### config.mk
export PLATFORM = sky130hd
export DESIGN_NAME = exc_entry_seq
export DESIGN_NICKNAME = d
export VERILOG_FILES = /design/src/rtl/exc_pkg.sv /design/src/rtl/exc_seq_fsm.sv /design/src/rtl/exc_stack_unit.sv /design/src/rtl/exc_vector_unit.sv /design/src/rtl/exc_entry_seq.sv
export SDC_FILE = /design/constraint.sdc
export NUM_CORES = 1
export LEC_CHECK = 0
export BUFFER_PORTS_ARGS = -buffer_cell sky130_fd_sc_hd__buf_2
export CORE_MARGIN = 8
export CORE_UTILIZATION = 39
export DETAILED_ROUTE_END_ITERATION = 6
export GPL_ROUTABILITY_DRIVEN = 1
export PLACE_DENSITY = 0.66
export SYNTH_ARGS = -nofsm -noshare
export SYNTH_HDL_FRONTEND = slang
export SYNTH_SLANG_ARGS = --single-unit
### constraint.sdc
create_clock -name clk_i -period 2.72 [get_ports clk_i]
set_input_delay 0.272 -clock clk_i [delete_from_list [all_inputs] [get_ports clk_i]]
set_output_delay 0.272 -clock clk_i [all_outputs]
set_load 0.1 [all_outputs]
### src/rtl/exc_pkg.sv
package exc_pkg;
  localparam int DW = 8;
  localparam int AW = 16;
  localparam int BW = 8;

  typedef enum logic [2:0] {
    EXC_RESET = 3'd0, EXC_NMI = 3'd1, EXC_IRQ = 3'd2, EXC_ABORT = 3'd3, EXC_BREAK = 3'd4
  } exc_kind_e;

  typedef enum logic [1:0] {
    BUS_NONE = 2'd0, BUS_IO = 2'd1, BUS_WRITE = 2'd2, BUS_READ = 2'd3
  } bus_op_e;

  typedef enum logic [3:0] {
    ST_IDLE, ST_IO0, ST_IO1, ST_PBR, ST_PCH, ST_PCL, ST_PSW, ST_VLO, ST_VHI, ST_DONE
  } seq_state_e;

  function automatic logic [AW-1:0] vector_base(exc_kind_e kind, logic emu);
    logic [AW-1:0] v;
    case (kind)
      EXC_RESET: v = 16'hFFFC;
      EXC_NMI:   v = emu ? 16'hFFFA : 16'hFFEA;
      EXC_ABORT: v = emu ? 16'hFFF8 : 16'hFFE8;
      EXC_BREAK: v = emu ? 16'hFFFE : 16'hFFE6;
      default:   v = emu ? 16'hFFFE : 16'hFFEE;
    endcase
    return v;
  endfunction
endpackage

### src/rtl/exc_seq_fsm.sv
module exc_seq_fsm
  import exc_pkg::*;
(
  input  logic       clk_i,
  input  logic       rst_ni,
  input  logic       start_i,
  input  exc_kind_e  start_kind_i,
  input  logic       emu_q_i,
  output seq_state_e state_o
);
  seq_state_e state_q, state_d;

  always_comb begin
    state_d = state_q;
    unique case (state_q)
      ST_IDLE: if (start_i) state_d = (start_kind_i == EXC_BREAK) ? ST_IO1 : ST_IO0;
      ST_IO0:  state_d = ST_IO1;
      ST_IO1:  state_d = emu_q_i ? ST_PCH : ST_PBR;
      ST_PBR:  state_d = ST_PCH;
      ST_PCH:  state_d = ST_PCL;
      ST_PCL:  state_d = ST_PSW;
      ST_PSW:  state_d = ST_VLO;
      ST_VLO:  state_d = ST_VHI;
      ST_VHI:  state_d = ST_DONE;
      ST_DONE: state_d = ST_IDLE;
      default: state_d = ST_IDLE;
    endcase
  end

  always_ff @(posedge clk_i or negedge rst_ni)
    if (!rst_ni) state_q <= ST_IDLE;
    else         state_q <= state_d;

  assign state_o = state_q;
endmodule

### src/rtl/exc_stack_unit.sv
module exc_stack_unit
  import exc_pkg::*;
#(
  parameter logic [BW-1:0] EMU_PAGE = 8'h01
) (
  input  logic          clk_i,
  input  logic          rst_ni,
  input  logic          load_i,
  input  logic [AW-1:0] sp_i,
  input  logic          emu_i,
  input  logic          dec_i,
  input  logic          emu_q_i,
  output logic [AW-1:0] sp_o
);
  localparam int LW = AW - BW;
  logic [AW-1:0] sp_q;

  always_ff @(posedge clk_i or negedge rst_ni)
    if (!rst_ni) sp_q <= '0;
    else if (load_i) sp_q <= emu_i ? {EMU_PAGE, sp_i[LW-1:0]} : sp_i;
    else if (dec_i) begin
      if (emu_q_i) sp_q <= {EMU_PAGE, sp_q[LW-1:0] - 1'b1};
      else         sp_q <= sp_q - 1'b1;
    end

  assign sp_o = sp_q;
endmodule

### src/rtl/exc_vector_unit.sv
module exc_vector_unit
  import exc_pkg::*;
(
  input  logic          clk_i,
  input  logic          rst_ni,
  input  exc_kind_e     kind_i,
  input  logic          emu_i,
  input  seq_state_e    state_i,
  input  logic [DW-1:0] rdata_i,
  output logic [AW-1:0] vec_addr_o,
  output logic [AW-1:0] new_pc_o
);
  logic [AW-1:0] base;
  logic [DW-1:0] lo_q;
  logic [AW-1:0] pc_q;

  assign base       = vector_base(kind_i, emu_i);
  assign vec_addr_o = (state_i == ST_VHI) ? base + 1'b1 : base;

  always_ff @(posedge clk_i or negedge rst_ni)
    if (!rst_ni) begin
      lo_q <= '0;
      pc_q <= '0;
    end else if (state_i == ST_VLO) lo_q <= rdata_i;
    else if (state_i == ST_VHI)     pc_q <= {rdata_i, lo_q};

  assign new_pc_o = pc_q;
endmodule

### src/rtl/exc_entry_seq.sv
module exc_entry_seq
  import exc_pkg::*;
#(
  parameter logic [7:0] EMU_STACK_PAGE = 8'h01
) (
  input  logic        clk_i,
  input  logic        rst_ni,
  input  logic        start_i,
  input  logic [2:0]  kind_i,
  input  logic        emu_i,
  input  logic [7:0]  pbr_i,
  input  logic [15:0] pc_i,
  input  logic [7:0]  p_i,
  input  logic [15:0] sp_i,
  input  logic [7:0]  rdata_i,
  output logic [1:0]  op_o,
  output logic [23:0] addr_o,
  output logic [7:0]  wdata_o,
  output logic        busy_o,
  output logic        done_o,
  output logic [15:0] new_pc_o,
  output logic [7:0]  new_pbr_o,
  output logic [15:0] sp_o
);
  seq_state_e    state;
  exc_kind_e     kind_q;
  logic          emu_q;
  logic [BW-1:0] pbr_q, p_q, pbr_out_q;
  logic [AW-1:0] pc_q, vec_addr, sp;
  logic          load, push;
  bus_op_e       op;

  assign load = (state == ST_IDLE) && start_i;
  assign push = (state == ST_PBR) || (state == ST_PCH) || (state == ST_PCL) || (state == ST_PSW);

  always_ff @(posedge clk_i or negedge rst_ni)
    if (!rst_ni) begin
      kind_q    <= EXC_RESET;
      emu_q     <= 1'b0;
      pbr_q     <= '0;
      pc_q      <= '0;
      p_q       <= '0;
      pbr_out_q <= '0;
    end else if (load) begin
      kind_q    <= exc_kind_e'(kind_i);
      emu_q     <= emu_i;
      pbr_q     <= pbr_i;
      pc_q      <= pc_i;
      p_q       <= p_i;
      pbr_out_q <= pbr_i;
    end else if (state == ST_VHI) begin
      pbr_out_q <= '0;
    end

  exc_seq_fsm u_fsm (
    .clk_i, .rst_ni,
    .start_i,
    .start_kind_i (exc_kind_e'(kind_i)),
    .emu_q_i      (emu_q),
    .state_o      (state)
  );

  exc_stack_unit #(.EMU_PAGE(EMU_STACK_PAGE)) u_stack (
    .clk_i, .rst_ni,
    .load_i  (load),
    .sp_i,
    .emu_i,
    .dec_i   (push),
    .emu_q_i (emu_q),
    .sp_o    (sp)
  );

  exc_vector_unit u_vec (
    .clk_i, .rst_ni,
    .kind_i     (kind_q),
    .emu_i      (emu_q),
    .state_i    (state),
    .rdata_i,
    .vec_addr_o (vec_addr),
    .new_pc_o
  );

  always_comb begin
    op      = BUS_NONE;
    addr_o  = '0;
    wdata_o = '0;
    if (state == ST_IO0 || state == ST_IO1) begin
      op     = BUS_IO;
      addr_o = {pbr_q, pc_q};
    end else if (push) begin
      // reset entry performs stack cycles as reads
      op     = (kind_q == EXC_RESET) ? BUS_READ : BUS_WRITE;
      addr_o = {8'h00, sp};
      if (op == BUS_WRITE) begin
        unique case (state)
          ST_PBR:  wdata_o = pbr_q;
          ST_PCH:  wdata_o = pc_q[15:8];
          ST_PCL:  wdata_o = pc_q[7:0];
          default: wdata_o = p_q;
        endcase
      end
    end else if (state == ST_VLO || state == ST_VHI) begin
      op     = BUS_READ;
      addr_o = {8'h00, vec_addr};
    end
  end

  assign op_o      = op;
  assign busy_o    = (state != ST_IDLE);
  assign done_o    = (state == ST_DONE);
  assign new_pbr_o = pbr_out_q;
  assign sp_o      = sp;
endmodule

# After elaboration in Yosys (flattened, before gate mapping)
# Cells that the tools add are included.
[word_totals]
reg_bits = 88
output_inout_bits = 76
wordCells = 68
[classes]
n_addsub = 3
n_eq_ne = 15
muxes = 27
bitwise = 1
reduce_logical = 12
[op_table]
columns = ["cell", "count"]
rows = [
  ["16-bit two-way mux", 7],
  ["16-bit one-hot mux with 4 select lines", 1],
  ["8-bit two-way mux", 5],
  ["4-bit one-hot mux with 9 select lines", 1],
  ["24-bit two-way mux", 1],
  ["8-bit one-hot mux with 3 select lines", 1],
  ["5-bit two-way mux", 4],
  ["16-bit by 1-bit adder with 16-bit output (second input constant)", 1],
  ["4-bit by 3-bit equality test with 1-bit output (second input constant)", 4],
  ["16-bit by 1-bit subtractor with 16-bit output (second input constant)", 1],
  ["4-bit by 2-bit equality test with 1-bit output (second input constant)", 2],
  ["4-bit equality test (second input constant)", 2],
  ["2-bit two-way mux", 4],
  ["8-bit by 1-bit subtractor with 8-bit output (second input constant)", 1],
  ["3-bit equality test (second input constant)", 2],
  ["1-bit logical OR", 5],
  ["4-bit by 1-bit equality test with 1-bit output (second input constant)", 1],
  ["4-bit logical NOT", 1],
  ["4-bit two-way mux", 1],
  ["2-bit nonzero test", 2],
  ["4-bit nonzero test", 1],
  ["3-bit by 1-bit equality test with 1-bit output (second input constant)", 1],
  ["3-bit by 2-bit equality test with 1-bit output (second input constant)", 1],
  ["3-bit logical NOT", 1],
  ["7 further kinds", 7],
]

# Depth between registers and ports, before layout
[logic_depth]
depth_word = 7
mapped_depth = 8

# Cells and area by module
# From an unflattened synthesis, not the netlist that was laid out.
[unflattened]
cells_unflattened = 437
area_unflattened_um2 = 4762.1
[by_module_without_submodules]
columns = ["module", "instances", "cells_each", "area_per_inst_um2"]
rows = [
  ["exc_entry_seq", 1, 234, 2522.4],
  ["exc_vector_unit", 1, 69, 1041.0],
  ["exc_stack_unit", 1, 111, 972.2],
  ["exc_seq_fsm", 1, 23, 226.5],
]

# Least setup slack after synthesis
# OpenSTA, ideal clock, no wires.
[synth_timing]
kind = "register to output"
from = "register u_fsm.state_q[1] (netlist: u_fsm.state_o[1])"
to = "output port addr_o[3]"
arrival_time_ns = 3.352
required_time_ns = 2.448
path_slack_ns = -0.904
path_stages_with_launch = 5
path_buffers = 1
path_cell_list = "dfrtp_1 -> clkbuf_1 -> nand4b_1 -> a21boi_0 -> o21ai_0"
[synth_between]
elab_chain_cells = 6
word_cells_on_any_way = 17
[synth_lines]
columns = ["item", "line_no", "rtl"]
rows = [
  ["start, declared", "exc_seq_fsm.sv:11", "seq_state_e state_q, state_d;"],
  ["start signal, assigned", "exc_seq_fsm.sv:32", "else state_q <= state_d;"],
  ["4-bit by 2-bit equality test with 1-bit output or 4-bit by 3-bit equality test with 1-bit output (tied branches)", "exc_entry_seq.sv:34", "assign push = (state == ST_PBR) || (state == ST_PCH) || (state == ST_PCL) || (state == ST_PSW);"],
  ["1-bit logical OR (3 in series)", "exc_entry_seq.sv:34", ""],
  ["16-bit two-way mux", "exc_entry_seq.sv:90", "end else if (push) begin"],
  ["24-bit two-way mux *", "exc_entry_seq.sv:87", "if (state == ST_IO0 || state == ST_IO1) begin"],
  ["end, declared", "exc_entry_seq.sv:17", "output logic [23:0] addr_o,"],
]
# Mark *: on every way between the ends. The rest lies on a longest branch, timed or not.

# Worst setup path in the final report
[layout_timing]
from = "register u_fsm.state_q[0] (netlist: u_fsm.state_o[0])"
to = "output port addr_o[2]"
# Same word-level chain as after synthesis.

==> results.ini <==
[logic_synthesis]
synth.most_common_cell=nand2_1
synth_top_area_share_pct=50.8
synthCells=464
synth_cell_types=51
syn-mean-instance-area_um2=9.34
synth_warnings=0
ys_seq_area_share_pct=50.8
synth_common_cells=nand2_1, dfrtp_1, mux2_2
ys_top_cells_by_area=dfrtp_1, nand2_1, mux2_2
synth_seq_cells=88
synth_area_mm2=0.00433
async_flop_share_pct=100
synthFlopType=dfrtp_1
synth-edff-count=0
yosysTopAreaCell=dfrtp_1
syn_nets=528

[sta]
fin_worst_skew_ns=0.00864
hold_viol=0
setup_tns_ns=0
slew_violations=0
worst_slew_pin_slew_ns=0.666
rsz0062_at_grt=false
period_share_pct=91.4
fmax_ghz=0.402
slew_headroom_pct=55.6
setup_viol=0
period_minus_slack_ns=2.49

[finish]
syn2layout_area_growth_pct=39.5
stdcell_area_mm2=0.00604
nets=670
diodes=0
post_route_cells_drive_above_1_share_pct=38.8
fill_cells=978

[floorplan]
row_count=38
die_h_um=121
ioPinCount=139
start_util_pct=40.0
die_w_um=121
die-area_mm2=0.0147
coreArea_mm2=0.0108

[hold_path]
hp-start=pc_i[9]
min_path_type=in2reg

[setup_path]
crit_required_ns=2.45
crit_path_max_fanout=19
reg2reg_from=u_stack.sp_o[10]
rr_worst_depth=5
arrival_ns=2.21
r2r-end=u_stack.sp_o[15]
r2r_slack_ns=0.38
criticalPathCategory=reg2out
startpoint_type=register
cp-end-kind=output port
crit_path_start=u_fsm.state_o[0]
crit_end=addr_o[2]

[route]
firstDrtPassIters=6
drtIter0Drc=283
final_antenna_net_count=0
drc=0
via_per_inst=5.28
wl_um=13200
routedWlPerCell_um=17.6
vias=3963

[global_route]
grt_usage_pct=18.3
grt_pass1_wl_um=21600
overflow=0
grt_pass1_vias=4190
grt_max_degree=45
antenna_found_initial=0

[placement]
port_buffers=138
dpl_cell_area_mm2=0.00581
gp_congestion=0.888
hpwl_um=10200

[flow_run]
cap_violations=0

[clock_tree]
post_cts_buffers=0
clk_pin_slew_ns=0.09
clk_latency_ns=0.36
clockBufferDepth=2
cts-htree-levels=3
cts_tree=done
cts_made_buffers=9
root_buffer=clkbuf_8
cts_sinks=88

[outcome]
outcome=finished, final reports clean

-- how the worst min path moves through the flow --
stage                      end  slack, ns  cells after the start
2_1_floorplan            emu_q      -0.02                      0
3_5_place_dp   u_stack.sp_o[5]       0.31                      1
6_report               pc_q[9]        0.1                      3
4_1_cts                 p_q[0]       0.09                      3
5_1_grt                 p_q[3]       0.10                      3
3_3_place_gp   u_stack.sp_o[5]       0.29                      1
-- placed cells by master, fill, tap and decap left out, types with 8 or more instances in the layout --
master    synthesis  routed
a21oi_1           8       8
a222oi_1          9       9
a22o_1            9       9
and2_1            8       8
buf_12            0      33
buf_2             2     104
buf_4             0      20
clkbuf_8          0       9
dfrtp_1          88      88
mux2_2           32      32
nand2_1         150     140
nand2_2           0      10
nor2_1           20      12
nor2_2            0       8
nor3_1           11      10
o21ai_0          25      22
-- layer usage --
layer  global-route usage (%)  vias to the layer above  share of wire (%)
li1                         -                     1890                  -
met1                     23.6                     1920                 44
met2                     29.8                      142                 49
met3                     3.91                       11                6.1
met4                     6.17                        0                1.3
met5                        0                        -                  0
-- registers in the layout (all words and copies together), names as in the netlist --
signal and flops:
new_pbr_o 8, u_stack.sp_o 16, pc_q 16, kind_q 3, u_fsm.state_o 4, p_q 8
pbr_q 8, u_vec.new_pc_o 16, u_vec.lo_q 8, emu_q 1
-- layout make-up --
cell class / instances / area (um2) / share of cell area (%)
clock inverter: 7 / 103 / 1.70
clock buffer: 9 / 124 / 2.05
sequential: 88 / 2200 / 36.4
inverter: 7 / 26.3 / 0.435
multi-input combinational: 342 / 2070 / 34.3
timing repair buffer: 158 / 1340 / 22.2
tap: 140 / 175 / 2.90
-- critical path, cell delays in order (launching register included) --
cell	delay, ns
dfrtp_1	0.52
buf_4	0.30
xnor2_1	0.10
nor3_2	0.13
buf_4	0.21
a222oi_1	0.09
inv_1	0.07
buf_2	0.42
-- cells by family after synthesis --
family | synth area share (%)
XOR/XNOR | 1.42
buffers and inverters | 3.00
flip-flops | 50.8
adder cells (fa/ha/maj) | 0.289
AO/OA/AOI/OAI | 13.8
multiplexers | 8.32
AND/OR/NAND/NOR | 22.3
-- repair_timing --
item / in CTS / in global routing
hold buffers: 1 / 0
gates resized for setup: 0 / 1
setup endpoints to repair: 0 / 10
hold endpoints to repair: 42 / 0
-- per-stage QoR --
stage | util (%) | hold slack, ns | std cells | setup slack, ns
2_1_floorplan | - | -0.0236 | 464 | -0.193
3_3_place_gp | 53.6 | 0.292 | 734 | 0.460
3_5_place_dp | 53.6 | 0.310 | 734 | 0.422
4_1_cts | 55.7 | 0.0870 | 751 | 0.116
5_1_grt | 55.8 | 0.104 | 751 | 0.0962
6_report | 55.8 | 0.0980 | 751 | 0.234
Power is not shown: default switching activity piles up to over one toggle a cycle in this logic, so the estimate is an artifact.
